<file path="config.mk">
export PLATFORM = sky130hd
export DESIGN_NAME = march_engine
export DESIGN_NICKNAME = d
export VERILOG_FILES = /design/src/rtl/march_pkg.sv /design/src/rtl/march_regs.sv /design/src/rtl/march_seq.sv /design/src/rtl/march_cmp.sv /design/src/rtl/march_engine.sv
export SDC_FILE = /design/constraint.sdc
export NUM_CORES = 1
export LEC_CHECK = 0
export BUFFER_PORTS_ARGS = -buffer_cell sky130_fd_sc_hd__buf_4
export CAP_MARGIN = 0
export CELL_PAD_IN_SITES_DETAIL_PLACEMENT = 0
export CELL_PAD_IN_SITES_GLOBAL_PLACEMENT = 1
export CORE_ASPECT_RATIO = 1.25
export CORE_MARGIN = 4
export CORE_UTILIZATION = 51
export CTS_BUF_LIST = sky130_fd_sc_hd__clkbuf_4
export DETAILED_ROUTE_END_ITERATION = 6
export PLACE_DENSITY_LB_ADDON = 0.3
export SETUP_SLACK_MARGIN = 0.15
export SLEW_MARGIN = 20
export SYNTH_ARGS = -nofsm -noshare
export SYNTH_HDL_FRONTEND = slang
export SYNTH_SLANG_ARGS = --single-unit
</file>
<file path="constraint.sdc">
create_clock -name clk -period 3.7 [get_ports clk]
set_input_delay 0.74 -clock clk [delete_from_list [all_inputs] [get_ports clk]]
set_output_delay 0.74 -clock clk [all_outputs]
set_load 0.1 [all_outputs]
</file>
<file path="src/rtl/march_pkg.sv">
package march_pkg;

    typedef enum logic [1:0] {
        EL_W0   = 2'd0,
        EL_R0W1 = 2'd1,
        EL_R1W0 = 2'd2,
        EL_R0   = 2'd3
    } elem_e;

    typedef enum logic [1:0] {
        SQ_IDLE  = 2'd0,
        SQ_RUN   = 2'd1,
        SQ_DRAIN = 2'd2
    } seq_e;

    localparam int unsigned REG_AW = 3;
    localparam int unsigned CODE_W = 3;
    localparam int unsigned STS_W  = 8;

    localparam logic [REG_AW-1:0] RA_BG     = 3'd0;
    localparam logic [REG_AW-1:0] RA_LO     = 3'd1;
    localparam logic [REG_AW-1:0] RA_HI     = 3'd2;
    localparam logic [REG_AW-1:0] RA_CODE   = 3'd3;
    localparam logic [REG_AW-1:0] RA_CMD    = 3'd4;
    localparam logic [REG_AW-1:0] RA_STATUS = 3'd5;
    localparam logic [REG_AW-1:0] RA_FADDR  = 3'd6;
    localparam logic [REG_AW-1:0] RA_FDATA  = 3'd7;

    localparam logic [STS_W-1:0] STS_IDLE = 8'h00;
    localparam logic [STS_W-1:0] STS_BUSY = 8'h0F;
    localparam logic [STS_W-1:0] STS_FAIL = 8'h01;
    localparam logic [STS_W-1:0] STS_PASS = 8'hFF;

    function automatic logic elem_is_pair(elem_e e);
        return (e == EL_R0W1) || (e == EL_R1W0);
    endfunction

    // operation of element e in phase ph: returns {is_write, use_inverse}
    function automatic logic [1:0] elem_op(elem_e e, logic ph);
        logic [1:0] r;
        case (e)
            EL_W0:   r = 2'b10;
            EL_R0W1: r = ph ? 2'b11 : 2'b00;
            EL_R1W0: r = ph ? 2'b10 : 2'b01;
            default: r = 2'b00;
        endcase
        return r;
    endfunction

endpackage

</file>
<file path="src/rtl/march_regs.sv">
module march_regs
    import march_pkg::*;
#(
    parameter int unsigned ADDR_W = 8,
    parameter int unsigned DATA_W = 8,
    parameter int unsigned BUS_W  = 16
) (
    input  logic              clk,
    input  logic              rst_n,
    input  logic              bus_wr,
    input  logic [REG_AW-1:0] bus_addr,
    input  logic [BUS_W-1:0]  bus_wdata,
    output logic [BUS_W-1:0]  bus_rdata,
    input  logic              busy,
    input  logic [STS_W-1:0]  status,
    input  logic [ADDR_W-1:0] fail_addr,
    input  logic [DATA_W-1:0] fail_data,
    output logic [DATA_W-1:0] cfg_bg,
    output logic [ADDR_W-1:0] cfg_lo,
    output logic [ADDR_W-1:0] cfg_hi,
    output logic [CODE_W-1:0] cfg_code,
    output logic              go
);

    typedef struct packed {
        logic [DATA_W-1:0] bg;
        logic [ADDR_W-1:0] lo;
        logic [ADDR_W-1:0] hi;
        logic [CODE_W-1:0] code;
    } cfg_t;

    cfg_t c_d, c_q;

    logic unused_wbits;
    assign unused_wbits = ^bus_wdata;

    always_comb begin
        c_d = c_q;
        go  = 1'b0;
        if (bus_wr && !busy) begin
            case (bus_addr)
                RA_BG:   c_d.bg   = bus_wdata[DATA_W-1:0];
                RA_LO:   c_d.lo   = bus_wdata[ADDR_W-1:0];
                RA_HI:   c_d.hi   = bus_wdata[ADDR_W-1:0];
                RA_CODE: c_d.code = bus_wdata[CODE_W-1:0];
                RA_CMD:  go       = bus_wdata[0];
                default: ;
            endcase
        end
    end

    always_comb begin
        case (bus_addr)
            RA_BG:     bus_rdata = BUS_W'(c_q.bg);
            RA_LO:     bus_rdata = BUS_W'(c_q.lo);
            RA_HI:     bus_rdata = BUS_W'(c_q.hi);
            RA_CODE:   bus_rdata = BUS_W'(c_q.code);
            RA_STATUS: bus_rdata = BUS_W'(status);
            RA_FADDR:  bus_rdata = BUS_W'(fail_addr);
            RA_FDATA:  bus_rdata = BUS_W'(fail_data);
            default:   bus_rdata = '0;
        endcase
    end

    always_ff @(posedge clk or negedge rst_n) begin
        if (!rst_n) c_q <= '0;
        else        c_q <= c_d;
    end

    assign cfg_bg   = c_q.bg;
    assign cfg_lo   = c_q.lo;
    assign cfg_hi   = c_q.hi;
    assign cfg_code = c_q.code;

endmodule

</file>
<file path="src/rtl/march_seq.sv">
module march_seq
    import march_pkg::*;
#(
    parameter int unsigned ADDR_W = 8,
    parameter int unsigned DATA_W = 8
) (
    input  logic              clk,
    input  logic              rst_n,
    input  logic              go,
    input  logic              halt,
    input  logic [DATA_W-1:0] cfg_bg,
    input  logic [ADDR_W-1:0] cfg_lo,
    input  logic [ADDR_W-1:0] cfg_hi,
    input  logic [CODE_W-1:0] cfg_code,
    output logic              mem_en,
    output logic              mem_we,
    output logic [ADDR_W-1:0] mem_addr,
    output logic [DATA_W-1:0] mem_wdata,
    output logic              chk_vld,
    output logic [ADDR_W-1:0] chk_addr,
    output logic [DATA_W-1:0] chk_exp,
    output logic              busy,
    output logic              finish
);

    typedef struct packed {
        seq_e              st;
        logic [ADDR_W-1:0] addr;
        logic              ph;
        logic              vld;
        logic [ADDR_W-1:0] caddr;
        logic [DATA_W-1:0] cexp;
    } seq_t;

    seq_t s_d, s_q;

    elem_e             elem;
    logic              down;
    logic              pair;
    logic [1:0]        op;
    logic [DATA_W-1:0] cur_data;
    logic [ADDR_W-1:0] first_addr;
    logic [ADDR_W-1:0] last_addr;
    logic              step_now;

    always_comb begin
        elem       = elem_e'(cfg_code[1:0]);
        down       = cfg_code[2];
        pair       = elem_is_pair(elem);
        op         = elem_op(elem, s_q.ph);
        cur_data   = op[0] ? ~cfg_bg : cfg_bg;
        first_addr = down ? cfg_hi : cfg_lo;
        last_addr  = down ? cfg_lo : cfg_hi;
        step_now   = !pair || s_q.ph;

        s_d     = s_q;
        s_d.vld = 1'b0;
        case (s_q.st)
            SQ_IDLE: begin
                if (go) begin
                    s_d.st   = SQ_RUN;
                    s_d.addr = first_addr;
                    s_d.ph   = 1'b0;
                end
            end
            SQ_RUN: begin
                if (halt) begin
                    s_d.st = SQ_IDLE;
                end else begin
                    if (!op[1]) begin
                        s_d.vld   = 1'b1;
                        s_d.caddr = s_q.addr;
                        s_d.cexp  = cur_data;
                    end
                    if (pair) s_d.ph = !s_q.ph;
                    if (step_now) begin
                        if (s_q.addr == last_addr) s_d.st = SQ_DRAIN;
                        else if (down)             s_d.addr = s_q.addr - ADDR_W'(1);
                        else                       s_d.addr = s_q.addr + ADDR_W'(1);
                    end
                end
            end
            SQ_DRAIN: s_d.st = SQ_IDLE;
            default:  s_d.st = SQ_IDLE;
        endcase
    end

    always_ff @(posedge clk or negedge rst_n) begin
        if (!rst_n) s_q <= '{st: SQ_IDLE, default: '0};
        else        s_q <= s_d;
    end

    assign mem_en    = (s_q.st == SQ_RUN);
    assign mem_we    = (s_q.st == SQ_RUN) && op[1];
    assign mem_addr  = s_q.addr;
    assign mem_wdata = cur_data;
    assign chk_vld   = s_q.vld;
    assign chk_addr  = s_q.caddr;
    assign chk_exp   = s_q.cexp;
    assign busy      = (s_q.st != SQ_IDLE);
    assign finish    = (s_q.st == SQ_DRAIN) && !halt;

endmodule

</file>
<file path="src/rtl/march_cmp.sv">
module march_cmp
    import march_pkg::*;
#(
    parameter int unsigned ADDR_W = 8,
    parameter int unsigned DATA_W = 8
) (
    input  logic              clk,
    input  logic              rst_n,
    input  logic              go,
    input  logic              chk_vld,
    input  logic [ADDR_W-1:0] chk_addr,
    input  logic [DATA_W-1:0] chk_exp,
    input  logic [DATA_W-1:0] mem_rdata,
    input  logic              finish,
    output logic              mismatch,
    output logic [STS_W-1:0]  status,
    output logic [ADDR_W-1:0] fail_addr,
    output logic [DATA_W-1:0] fail_data
);

    typedef struct packed {
        logic [STS_W-1:0]  sts;
        logic [ADDR_W-1:0] faddr;
        logic [DATA_W-1:0] fdata;
    } cmp_t;

    cmp_t c_d, c_q;

    always_comb begin
        mismatch = chk_vld && (mem_rdata != chk_exp);
        c_d = c_q;
        if (go) begin
            c_d.sts   = STS_BUSY;
            c_d.faddr = '0;
            c_d.fdata = '0;
        end else if (mismatch) begin
            c_d.sts   = STS_FAIL;
            c_d.faddr = chk_addr;
            c_d.fdata = mem_rdata;
        end else if (finish) begin
            c_d.sts   = STS_PASS;
        end
    end

    always_ff @(posedge clk or negedge rst_n) begin
        if (!rst_n) c_q <= '{sts: STS_IDLE, default: '0};
        else        c_q <= c_d;
    end

    assign status    = c_q.sts;
    assign fail_addr = c_q.faddr;
    assign fail_data = c_q.fdata;

endmodule

</file>
<file path="src/rtl/march_engine.sv">
module march_engine
    import march_pkg::*;
#(
    parameter int unsigned ADDR_W = 8,
    parameter int unsigned DATA_W = 8,
    parameter int unsigned BUS_W  = 16
) (
    input  logic              clk,
    input  logic              rst_n,
    input  logic              bus_wr,
    input  logic [2:0]        bus_addr,
    input  logic [BUS_W-1:0]  bus_wdata,
    output logic [BUS_W-1:0]  bus_rdata,
    output logic              mem_en,
    output logic              mem_we,
    output logic [ADDR_W-1:0] mem_addr,
    output logic [DATA_W-1:0] mem_wdata,
    input  logic [DATA_W-1:0] mem_rdata
);

    logic              busy;
    logic              go;
    logic              mismatch;
    logic              finish;
    logic [STS_W-1:0]  status;
    logic [ADDR_W-1:0] fail_addr;
    logic [DATA_W-1:0] fail_data;
    logic [DATA_W-1:0] cfg_bg;
    logic [ADDR_W-1:0] cfg_lo;
    logic [ADDR_W-1:0] cfg_hi;
    logic [CODE_W-1:0] cfg_code;
    logic              chk_vld;
    logic [ADDR_W-1:0] chk_addr;
    logic [DATA_W-1:0] chk_exp;

    march_regs #(.ADDR_W(ADDR_W), .DATA_W(DATA_W), .BUS_W(BUS_W)) u_regs (
        .clk       (clk),
        .rst_n     (rst_n),
        .bus_wr    (bus_wr),
        .bus_addr  (bus_addr),
        .bus_wdata (bus_wdata),
        .bus_rdata (bus_rdata),
        .busy      (busy),
        .status    (status),
        .fail_addr (fail_addr),
        .fail_data (fail_data),
        .cfg_bg    (cfg_bg),
        .cfg_lo    (cfg_lo),
        .cfg_hi    (cfg_hi),
        .cfg_code  (cfg_code),
        .go        (go)
    );

    march_seq #(.ADDR_W(ADDR_W), .DATA_W(DATA_W)) u_seq (
        .clk       (clk),
        .rst_n     (rst_n),
        .go        (go),
        .halt      (mismatch),
        .cfg_bg    (cfg_bg),
        .cfg_lo    (cfg_lo),
        .cfg_hi    (cfg_hi),
        .cfg_code  (cfg_code),
        .mem_en    (mem_en),
        .mem_we    (mem_we),
        .mem_addr  (mem_addr),
        .mem_wdata (mem_wdata),
        .chk_vld   (chk_vld),
        .chk_addr  (chk_addr),
        .chk_exp   (chk_exp),
        .busy      (busy),
        .finish    (finish)
    );

    march_cmp #(.ADDR_W(ADDR_W), .DATA_W(DATA_W)) u_cmp (
        .clk       (clk),
        .rst_n     (rst_n),
        .go        (go),
        .chk_vld   (chk_vld),
        .chk_addr  (chk_addr),
        .chk_exp   (chk_exp),
        .mem_rdata (mem_rdata),
        .finish    (finish),
        .mismatch  (mismatch),
        .status    (status),
        .fail_addr (fail_addr),
        .fail_data (fail_data)
    );

endmodule

</file>
* Yosys cells after proc, flatten, opt, wreduce, memory -nomap -nowiden
Cells that the tools add are included.
Word-level totals: bits in read-only memories 0, memories 0, bits in writable memories 0, register bits after elaboration 79, latch bits 0, output and inout bits 34
Cells by class: reduce and logical (&&, ||, !) cells 25, eq/ne operators 20, bitwise operators 3, divide/modulo/power cells 0, shifts and indexed selects 0, multiply operators 0, mux-type cells 25, $lt $le $gt $ge 0, add/sub/neg operators 2
Operators with widths (number):
- 8-bit two-way mux | 7
- 8-bit case mux with 7 select lines | 1
- 17-bit two-way mux | 2
- 26-bit two-way mux | 1
- 24-bit two-way mux | 1
- 9-bit case mux with 2 select lines | 1
- 16-bit two-way mux | 1
- 3-bit == test, second input constant | 4
- 11-bit two-way mux | 1
- 10-bit two-way mux | 1
- 8-bit by 1-bit adder with 8-bit output, second input constant | 1
- 8-bit == test | 1
- 2-bit two-way mux | 4
- 8-bit != test | 1
- 8-bit inverter | 1
- 2-bit AND reduction | 4
- 8-bit by 1-bit subtractor with 8-bit output, second input constant | 1
- 3-bit by 2-bit == test with 1-bit output, second input constant | 2
- 2-bit != test, second input constant | 3
- 3-bit by 1-bit != test with 1-bit output, second input constant | 2
- 2-bit case mux with 3 select lines | 1
- 3-bit AND reduction | 2
- 2-bit nonzero test | 3
- 5-bit AND reduction | 1
- other kinds (14) | 28

* Logic depth before layout (Yosys ltp)
Gate-level depths: netlist of the first run.
word-level depth 7, gate-level depth with buffers 7, gate-level depth less buffers 7

* Modules after synthesis
A second synthesis of the first run with hierarchy kept.
Second synthesis, totals: cells, all modules 433, area total of the unflattened synthesis 4784.6 µm²
By module, submodules not included:
- march_seq | instances 1, cells each 207, area an instance 2108.3 µm²
- march_regs | instances 1, cells each 133, area an instance 1635.3 µm²
- march_cmp | instances 1, cells each 93, area an instance 1041.0 µm²

* Worst setup path before layout of the first run
Ideal clock, no wire load.
kind input to output, start point input bus_addr[1], end point output bus_rdata[4], stages on the path 7, slack -0.360 ns, data arrival time 3.320 ns, required time 2.960 ns, buffers on the path 3, path through clkbuf_1 clkbuf_1 clkbuf_1 nand2_1 nand2_1 a22oi_1 a21oi_1
Between the ends: word-level cells in the longest chain between the ends 2
RTL lines:
- start, declared | line march_engine.sv:11 | input logic [2:0] bus_addr,
- 3-bit == test, or another cell as far along | line march_regs.sv:53 | case (bus_addr)
- 8-bit case mux with 7 select lines (*) | line march_regs.sv:53
- end, declared | line march_engine.sv:13 | output logic [BUS_W-1:0] bus_rdata,
Every way passes the cells marked *; elsewhere a longest branch is shown, timed or not.

* Worst setup path in the final report of the first run
start point register u_regs.c_q, in the netlist u_regs.cfg_code[2], end point output bus_rdata[2]
Between the ends: word-level cells in the longest chain between the ends 1
RTL lines:
- start, declared | line march_regs.sv:32 | cfg_t c_d, c_q;
- start signal, assigned | line march_regs.sv:66 | if (!rst_n) c_q <= '0;
- start signal, assigned | line march_regs.sv:67 | else c_q <= c_d;
- 8-bit case mux with 7 select lines | line march_regs.sv:53
Every way passes these cells.

==> qor.yml, run 1 <==
outcome: "completed"
postSynthAreaPerCell_um2: 11.29
final_antenna_net_count: 0
synthTopCellsByArea: "dfrtp_1, mux2_1, mux2i_1"
drtPass1Iterations: 4
slew_headroom_pct: 38.14
hp-class: "in -> async"
post-route-period-util_pct: 82.58
cp_slowest_cell: "dfrtp_1"
reg2regPathDepth: 7
path_cells: "buf_4 > mux2_2 > a32oi_1 > o211ai_1 > buf_4"
drc: 0
grt_pass1_wl_um: 16210
synth.top_cell.area_share_pct: 43.16
gr-usage-all-layers_pct: 20.53
start_util_pct: 52.06
io_pins: 64
cts_tree: "done"
worstReg2RegStart: "u_regs.cfg_code[2]$_DFFE_PN0P_"
maxCapViolCount: 0
insertion_delay_ps: 410
routed_wl_um: 10000
async_reset_ff_share_pct: 100.0
cts_hold_buf: 0
grt_max_degree: 75
yosys.area.top_type: "dfrtp_1"
synthCells: 380
vias: 3011
cts_resized: 0
synthDistinctLibCells: 53
crit_type: "reg -> out"
finClkSkew_ps: 16.77
core_area_um2: 8240
cp.arrival_ps: 2320
ys_ff_latch: 74
clockBufferDepth: 2
post-cts-setup-buffers: 0
first_iter_violations: 198
grt_pass1_vias: 3034
finalMaxSlewViolations: 0
crit_path_max_fanout: 18
portBuffers: 47
syn-cell-area_um2: 4290
die_area_um2: 9953
dieWidth_um: 90.04
drive_gt1_share_pct: 21.75
worst_setup_path_start_kind: "flip-flop"
diodes: 0
numClockSinks: 74
yosysWarnings: 0
hold_viol_final: 0
worst_path_most_repeated_cell: "buf_4"
cp_slowest_stage_delay_ps: 880
via_per_inst: 5.790
antenna_found_initial: 0
gp_congestion: 0.7879
seq_area_frac_synth_pct: 43.16
cts_root_buffer: "clkbuf_4"
rsz0062_at_grt: "no"
row_count: 37
setup_viol: 0
critPathRequiredTime_ps: 2960
cts_max_level: 3
cts_buffers: 9
num-fill-cells: 724
finalSetupTns_ps: 0
synth-edff-count: 0
period_needed_ps: 3055
synthFlopType: "dfrtp_1"
wire_per_inst_um: 19.24
die_h_um: 110.5
area_growth_pct: 13.56
worstMarginPinSlew_ps: 927.9
crit_start: "u_regs.cfg_code[2]$_DFFE_PN0P_"
end_kind: "primary output"
overflow: 0
cts.clk_slew.worst_paths_ps: 120
final_net_count: 459
hpwlAfterDp_um: 7425
max_freq_mhz: 327.3
==> cell usage in the layout, fill, tap and decap left out, types with 3 or more instances in the layout <==
cell,synthesis,routed
a21oi_2,0,5
a211oi_1,3,3
mux2i_1,36,36
dfrtp_1,74,74
xor2_1,12,12
a21oi_1,14,9
buf_4,16,53
inv_2,3,3
mux2_1,49,49
mux2_4,7,7
clkbuf_4,0,10
o22ai_1,6,6
a221oi_1,4,4
nand2b_1,3,3
a22oi_1,5,5
xnor2_1,18,18
conb_1,1,8
bufinv_16,0,4
nor2_1,31,31
nand2_1,22,22
inv_1,5,5
ha_1,10,10
nand4_1,4,4
nand3_1,3,3
==> flip-flops by register name (all words and copies together), names as in the netlist <==
register	count
u_seq.mem_addr	8
u_cmp.status	3
u_cmp.fail_addr	8
u_seq.chk_vld	1
u_regs.cfg_lo	8
u_seq.s_q	3
u_regs.cfg_hi	8
u_cmp.fail_data	8
u_regs.cfg_bg	8
u_regs.cfg_code	3
u_seq.chk_exp	8
u_seq.chk_addr	8
==> cells in the mapped netlist (all sizes together) (2+ instances only) <==
master / count
o22ai: 7
mux2: 58
xnor2: 18
a21oi: 14
nor4: 2
buf: 24
inv: 8
nand2: 22
a21o: 2
dfrtp: 74
mux2i: 36
ha: 10
a22oi: 5
and2: 2
clkbuf: 9
nand3: 3
a221oi: 4
xor2: 12
nand2b: 3
nor2: 31
o21ai: 4
o211ai: 2
nor2b: 2
a211oi: 3
nor3: 2
nand4: 4
==> critical path: cells and delay by family (launching register included) <==
family,cells,cell delay (ps)
DFF,1,880
muxes,1,190
buffers and inverters,2,650
AOI/OAI and AO/OA,2,200
==> path summary, 6_finish.rpt <==
path,endpoint,slack (ps)
max,bus_rdata[2],640
min,u_cmp.fail_addr[7]$_DFFE_PN0N_,440
max reg2reg,u_seq.mem_addr[2]$_DFFE_PN0P_,810
min reg2reg,u_cmp.status[0]$_DFFE_PN0P_,490
max in group asynchronous,u_regs.cfg_bg[7]$_DFFE_PN0P_,2630
min in group clk,u_cmp.status[0]$_DFFE_PN0P_,490
==> kinds of logic after synthesis <==
logic type / share of synthesized area, %
AO/OA/AOI/OAI: 8.866
XOR/XNOR: 6.124
adder cells (fa/ha/maj): 3.383
buffers and inverters: 5.279
flip-flops: 43.16
multiplexers: 24.76
other: 0.08741
AND/OR/NAND/NOR: 8.340
==> per-stage QoR <==
step	instance area (µm²)	setup slack (ps)	util, %	instances	hold slack [ps]
after CTS	4872	623.5	59.13	520	470.1
after floorplan	4345	187.6	-	387	431.0
after global placement	4668	737.2	56.65	504	450.1
after detailed placement	4668	731.6	56.65	504	463.6
final	4872	644.7	59.13	520	440.4
after global routing	4872	542.0	59.13	520	514.6
==> routing by layer <==
| layer | global-route usage [%] | routed length (µm) | up-vias |
|---|---|---|---|
| met5 | 0 | 0 | - |
| met4 | 5.822 | 199 | 0 |
| met3 | 4.360 | 497 | 16 |
| met2 | 34.60 | 5040 | 83 |
| met1 | 26.64 | 4267 | 1495 |
| li1 | - | - | 1417 |
==> final cells by class <==
type / count / area (µm²) / share of cell area, %
clock inverter: 6 / 128.9 / 2.645
multi-input combinational: 272 / 2267 / 46.53
inverter: 8 / 30.03 / 0.6163
sequential: 74 / 1852 / 38.01
timing repair buffer: 53 / 397.9 / 8.166
tap: 97 / 121.4 / 2.491
clock buffer: 10 / 75.07 / 1.541
Power of run 1 is not shown: default switching activity piles up to over one toggle a cycle in this logic, so the estimate is an artifact.
==> inputs of run 2 (changes only) <==
--- a/config.mk
+++ b/config.mk
@@ -11,7 +11,7 @@
 export CELL_PAD_IN_SITES_GLOBAL_PLACEMENT = 1
 export CORE_ASPECT_RATIO = 1.25
 export CORE_MARGIN = 4
-export CORE_UTILIZATION = 51
+export CORE_UTILIZATION = 47
 export CTS_BUF_LIST = sky130_fd_sc_hd__clkbuf_4
 export DETAILED_ROUTE_END_ITERATION = 6
 export PLACE_DENSITY_LB_ADDON = 0.3
==> constraint.sdc (replaced) <==
create_clock -name clk -period 2.9 [get_ports clk]
set_input_delay 0.58 -clock clk [delete_from_list [all_inputs] [get_ports clk]]
set_output_delay 0.58 -clock clk [all_outputs]
set_load 0.1 [all_outputs]
==> run 2 against run 1 <==
  * Final area increased by 4.2%
  * Cell count rose by 5.4%
  * Global-route usage increased by 0.57 points
  * Critical endpoint unchanged
  * Die area increased by 7.8%
  * Highest routed layer unchanged
  * Clock skew down 0.53 ps
  * Sequential cell count unchanged
==> qor.yml, run 2 (same netlist as run 1, synthesis figures left out) <==
outcome: "completed"
reg2regPathDepth: 7  # unchanged
portBuffers: 47  # unchanged
cts.clk_slew.worst_paths_ps: 120  # about the same
drc: 0  # unchanged
hpwlAfterDp_um: 7827  # +5.4%
grt_pass1_vias: 3219  # +6.1%
post-route-period-util_pct: 90.38
final_cell_mix: "dfrtp_1, buf_4, mux2_1, mux2i_1, nor2_1"
first_iter_violations: 155  # -22%
worst_path_most_repeated_cell: "buf_4"
path_cells: "buf_4 > mux2_2 > a32oi_1 > o211ai_1 > buf_4"
rsz0062_at_grt: "no"
cp.arrival_ps: 2040  # -280 ps
die_h_um: 114.8  # +3.9%
critPathRequiredTime_ps: 2320  # -640 ps
crit_path_max_fanout: 12  # -6
regToRegSetupSlack_ps: 330  # -480 ps
insertion_delay_ps: 440  # +30 ps
clockBufferDepth: 2  # unchanged
io_pins: 64  # unchanged
worstMarginPinSlew_ps: 932.2  # +4.293 ps
area_growth_pct: 18.37
instances_no_fill: 548  # +5.4%
crit_type: "reg -> out"
regArea_um2: 1853  # about the same
worstReg2RegStart: "u_regs.cfg_code[2]$_DFFE_PN0P_"
crit_start: "u_regs.cfg_code[2]$_DFFE_PN0P_"
end_kind: "primary output"
core_area_um2: 8796  # +6.7%
finalCoreUtilization_pct: 57.74  # -1.4 points
grt_pass1_wl_um: 17300  # +6.7%
dp_slack_ps: 326.7  # -404.9 ps
gp_congestion: 0.8022  # +1.8%
setup_viol: 0  # unchanged
period_needed_ps: 2621
wire_per_inst_um: 18.89  # -1.8%
die_area_um2: 10730  # +7.8%
multi_input_area_um2: 2451  # +8.1%
antenna_found_initial: 0  # unchanged
cts_root_buffer: "clkbuf_4"
drive_gt1_share_pct: 25.23  # +3.5 points
final_antenna_net_count: 0  # unchanged
drtPass1Iterations: 4  # unchanged
hp-class: "in -> async"
post-cts-setup-buffers: 0  # unchanged
vias: 3030  # +0.63%
start_util_pct: 48.78  # -3.3 points
routed_wl_um: 10350  # +3.5%
cp_slowest_cell: "dfrtp_1"
cts_buffers: 9  # unchanged
rr_endpoint: "u_seq.mem_addr[4]$_DFFE_PN0P_"
maxCapViolCount: 0  # unchanged
gr-usage-all-layers_pct: 21.11  # +0.57 points
row_count: 38  # +2.7%
place_inst: 533  # +5.8%
cp-endpoint: "bus_rdata[2]"
finClkSkew_ps: 16.24  # -0.5250 ps
dieWidth_um: 93.46  # +3.8%
slew_headroom_pct: 37.86  # -0.29 points
numClockSinks: 74  # unchanged
cp_slowest_stage_delay_ps: 490  # -390 ps
hold_viol_final: 0  # unchanged
diodes: 0  # unchanged
cts_max_level: 3  # unchanged
grt_max_degree: 75  # unchanged
final_net_count: 465  # +1.3%
worst_setup_path_start_kind: "flip-flop"
num-fill-cells: 789  # +9.0%
finalMaxSlewViolations: 0  # unchanged
setup_ws_ps: 279.0  # -365.6 ps
max_freq_mhz: 381.5
via_per_inst: 5.529  # -4.5%
overflow: 0  # unchanged
final_common_cell: "dfrtp_1"
cts_tree: "done"
## run 2: what timing repair did
| action | in CTS | in global routing |
|---|---|---|
| endpoints found under the setup margin | 8 | 8 |
| hold buffers | 0 | 0 |
| gates resized for setup | 2 | 14 |
| gates cloned | 0 | 0 |
## run 2: how the worst min path moves through the flow
stage / startpoint / endpoint / cells after the start
finish: rst_n / u_cmp.fail_data[2]$_DFFE_PN0N_ / 1
global route: rst_n / u_cmp.fail_data[2]$_DFFE_PN0N_ / 1
CTS: rst_n / u_cmp.fail_data[2]$_DFFE_PN0N_ / 1
detailed placement: u_cmp.status[0]$_DFFE_PN0P_ / u_cmp.status[0]$_DFFE_PN0P_ / 1
global placement: u_cmp.status[0]$_DFFE_PN0P_ / u_cmp.status[0]$_DFFE_PN0P_ / 1
floorplan: rst_n / u_cmp.fail_addr[0]$_DFFE_PN0N_ / 0
## run 2: layout make-up
| type | count | area share (%) |
|---|---|---|
| Inverter | 8 | 0.5913 |
| Timing Repair Buffer | 59 | 9.781 |
| Multi-Input combinational cell | 272 | 48.26 |
| Sequential cell | 74 | 36.49 |
| Tap cell | 120 | 2.956 |
| Clock buffer | 10 | 1.478 |
| Clock inverter | 5 | 0.4435 |
## run 2: per-layer routing
layer | vias up | track usage, % | share of wire [%]
met5 | - | 0 | 0
met4 | 0 | 7.136 | 1.8
met3 | 14 | 3.796 | 3.9
met2 | 58 | 36.21 | 51
met1 | 1524 | 26.85 | 43
li1 | 1434 | - | -
## run 2: through the flow
stage / setup TNS [ps] / hold slack [ps] / instance area [µm²]
after global placement: 0 / 450.2 / 4922
after CTS: 0 / 305.5 / 5027
after floorplan: -154.5 / 284.4 / 4571
after global routing: 0 / 335.2 / 5079
final: 0 / 266.3 / 5079
after detailed placement: 0 / 452.9 / 4922
## run 2: critical path: cells and delay by family, from the launching register on
| family | cells | cell delay (ps) |
|---|---|---|
| compound gates | 2 | 330 |
| buf+inv | 2 | 500 |
| flops | 1 | 490 |
| mux | 1 | 290 |
Power of run 2 is left out for the same reason.
==> inputs of run 3 (changes only) <==
--- a/config.mk
+++ b/config.mk
@@ -5,7 +5,7 @@
 export SDC_FILE = /design/constraint.sdc
 export NUM_CORES = 1
 export LEC_CHECK = 0
-export BUFFER_PORTS_ARGS = -buffer_cell sky130_fd_sc_hd__buf_4
+export BUFFER_PORTS_ARGS = -buffer_cell sky130_fd_sc_hd__buf_2
 export CAP_MARGIN = 0
 export CELL_PAD_IN_SITES_DETAIL_PLACEMENT = 0
 export CELL_PAD_IN_SITES_GLOBAL_PLACEMENT = 1
@@ -15,6 +15,7 @@
 export CTS_BUF_LIST = sky130_fd_sc_hd__clkbuf_4
 export DETAILED_ROUTE_END_ITERATION = 6
 export PLACE_DENSITY_LB_ADDON = 0.3
+export RECOVER_POWER = 100
 export SETUP_SLACK_MARGIN = 0.15
 export SLEW_MARGIN = 20
 export SYNTH_ARGS = -nofsm -noshare
==> run 3 against run 2 <==
  * The run now ends with max-capacitance violations, max-slew violations left
  * Worst hold slack improved by 110 ps
  * Utilization fell by 0.10 points
  * Critical path depth rose by 1
  * Register-to-register slack got worse by 20 ps
  * First-iteration DRC count fell by 17%
  * Maximum frequency fell by 3.7%
  * Non-clock buffer count fell by 2
  * Final area fell by 0.17%
  * Count of clock-buffer cells in the layout fell by 1
  * Critical path type is now in -> out
  * Highest routed layer unchanged
==> qor.yml, run 3 (same netlist as run 1, synthesis figures left out) <==
grt_pass1_wl_um: 16880  # -2.4%
cp.arrival_ps: 2140  # +100 ps
final_cell_mix: "dfrtp_1, mux2_1, mux2i_1, nor2_1, nand2_1"
post-cts-setup-buffers: 0  # unchanged
overflow: 0  # unchanged
hpwlAfterDp_um: 7744  # -1.1%
worst_setup_path_start_kind: "primary input"
maxCapViolCount: 1  # +1
core_area_um2: 8796  # unchanged
end_kind: "primary output"
outcome: "finished with violations"
row_count: 38  # unchanged
dpl_cell_area_um2: 5055  # +2.7%
io_pins: 64  # unchanged
grt_pass1_vias: 3139  # -2.5%
clockBufferDepth: 2  # unchanged
worstReg2RegStart: "u_regs.cfg_code[2]$_DFFE_PN0P_"
antenna_found_initial: 0  # unchanged
drc: 0  # unchanged
rsz0062_at_grt: "yes"
final_common_cell: "dfrtp_1"
drtPass1Iterations: 4  # unchanged
dieWidth_um: 93.46  # unchanged
first_iter_violations: 128  # -17%
vias: 3038  # +0.26%
path_cells: "clkbuf_1 > nor2b_1 > nand2_1 > o211a_1 > o221ai_2 > clkbuf_4"
hold_viol_final: 0  # unchanged
die_h_um: 114.8  # unchanged
hp-class: "in -> reg"
min_from: "bus_wdata[6]"
area_growth_pct: 18.17
final_net_count: 463  # -0.43%
cts_max_level: 3  # unchanged
crit_start: "bus_addr[1]"
num-fill-cells: 783  # -0.76%
slew_headroom_pct: -23.72  # -62 points
gr-usage-all-layers_pct: 20.97  # -0.14 points
portBuffers: 47  # unchanged
finalMaxSlewViolations: 75  # +75
grt_max_degree: 75  # unchanged
cp_slowest_stage_delay_ps: 430  # -60 ps
insertion_delay_ps: 440  # about the same
die_area_um2: 10730  # unchanged
max_freq_mhz: 367.4  # -3.7%
crit_path_max_fanout: 6  # -6
cts.clk_slew.worst_paths_ps: 120  # about the same
cts_buffers: 9  # unchanged
routed_wl_um: 10530  # +1.7%
finalSetupTns_ps: 0  # unchanged
drive_gt1_share_pct: 20.37  # -4.9 points
violations: "max-capacitance violations, max-slew violations"
wire_per_inst_um: 19.25  # +1.9%
cts_root_buffer: "clkbuf_4"
diodes: 0  # unchanged
critPathRequiredTime_ps: 2320  # about the same
regArea_um2: 1853  # unchanged
start_util_pct: 48.78  # unchanged
period_needed_ps: 2722  # +100.8 ps
setup_ws_ps: 178.2  # -100.8 ps
finClkSkew_ps: 16.75  # +0.5038 ps
final_antenna_net_count: 0  # unchanged
final_area_um2: 5070  # -0.17%
crit_type: "in -> out"
cp_slowest_cell: "nor2b_1"
numClockSinks: 74  # unchanged
dp_slack_ps: 397.6  # +70.86 ps
cts_tree: "done"
gp_congestion: 0.8499  # +5.9%
worstMarginPinSlew_ps: 1856  # +923.6 ps
post-route-period-util_pct: 93.85  # +3.5 points
multi_input_area_um2: 2397  # -2.2%
via_per_inst: 5.554  # +0.45%
setup_viol: 0  # unchanged
[run 3: timing repair]
item                       CTS  global route
hold buffers                 0             0
hold endpoints to repair     0             0
resized for setup            1             3
setup endpoints to repair    7             8
[run 3: final timing paths]
kind / end / cells after the start / slack [ps]
setup / recovery: bus_rdata[5] / 6 / 180
hold / removal: u_regs.cfg_hi[6]$_DFFE_PN0P_ / 2 / 380
setup reg to reg: u_seq.mem_addr[1]$_DFFE_PN0P_ / 7 / 310
hold reg to reg: u_cmp.status[0]$_DFFE_PN0P_ / 1 / 490
max in group asynchronous: u_regs.cfg_code[1]$_DFFE_PN0P_ / 1 / 1040
min in group asynchronous: u_cmp.fail_data[7]$_DFFE_PN0N_ / 1 / 630
[run 3: worst max-delay path: cells and delay by family]
kind | cells | cell delay, ps
AOI/OAI and AO/OA | 2 | 330
buffers and inverters | 2 | 690
and+or+nand+nor | 2 | 550
[run 3: final cells by class]
class                      instances  area share [%]
clock buffer                       9           1.333
tap                              120           2.962
multi-input combinational        272           47.29
clock inverter                     7           1.185
timing repair buffer              57           10.09
sequential                        74           36.55
inverter                           8          0.5923
[run 3: layer usage]
metal,part of all wire (%),wire [µm],global-route usage (%),up-vias
li1,-,-,-,1417
met1,41,4363,26.60,1531
met2,52,5501,35.97,76
met3,4.5,478,3.730,14
met4,1.8,187,7.429,0
met5,0,0,0,-
[run 3: stage by stage]
| step | std cells | hold slack, ps | utilization (%) |
|---|---|---|---|
| floorplan | 387 | 284.4 | - |
| global placement | 531 | 452.4 | 57.47 |
| detailed placement | 531 | 467.1 | 57.47 |
| CTS | 547 | 299.8 | 58.96 |
| global route | 547 | 355.3 | 57.64 |
| finish | 547 | 376.6 | 57.64 |
Power of run 3 is left out for the same reason.
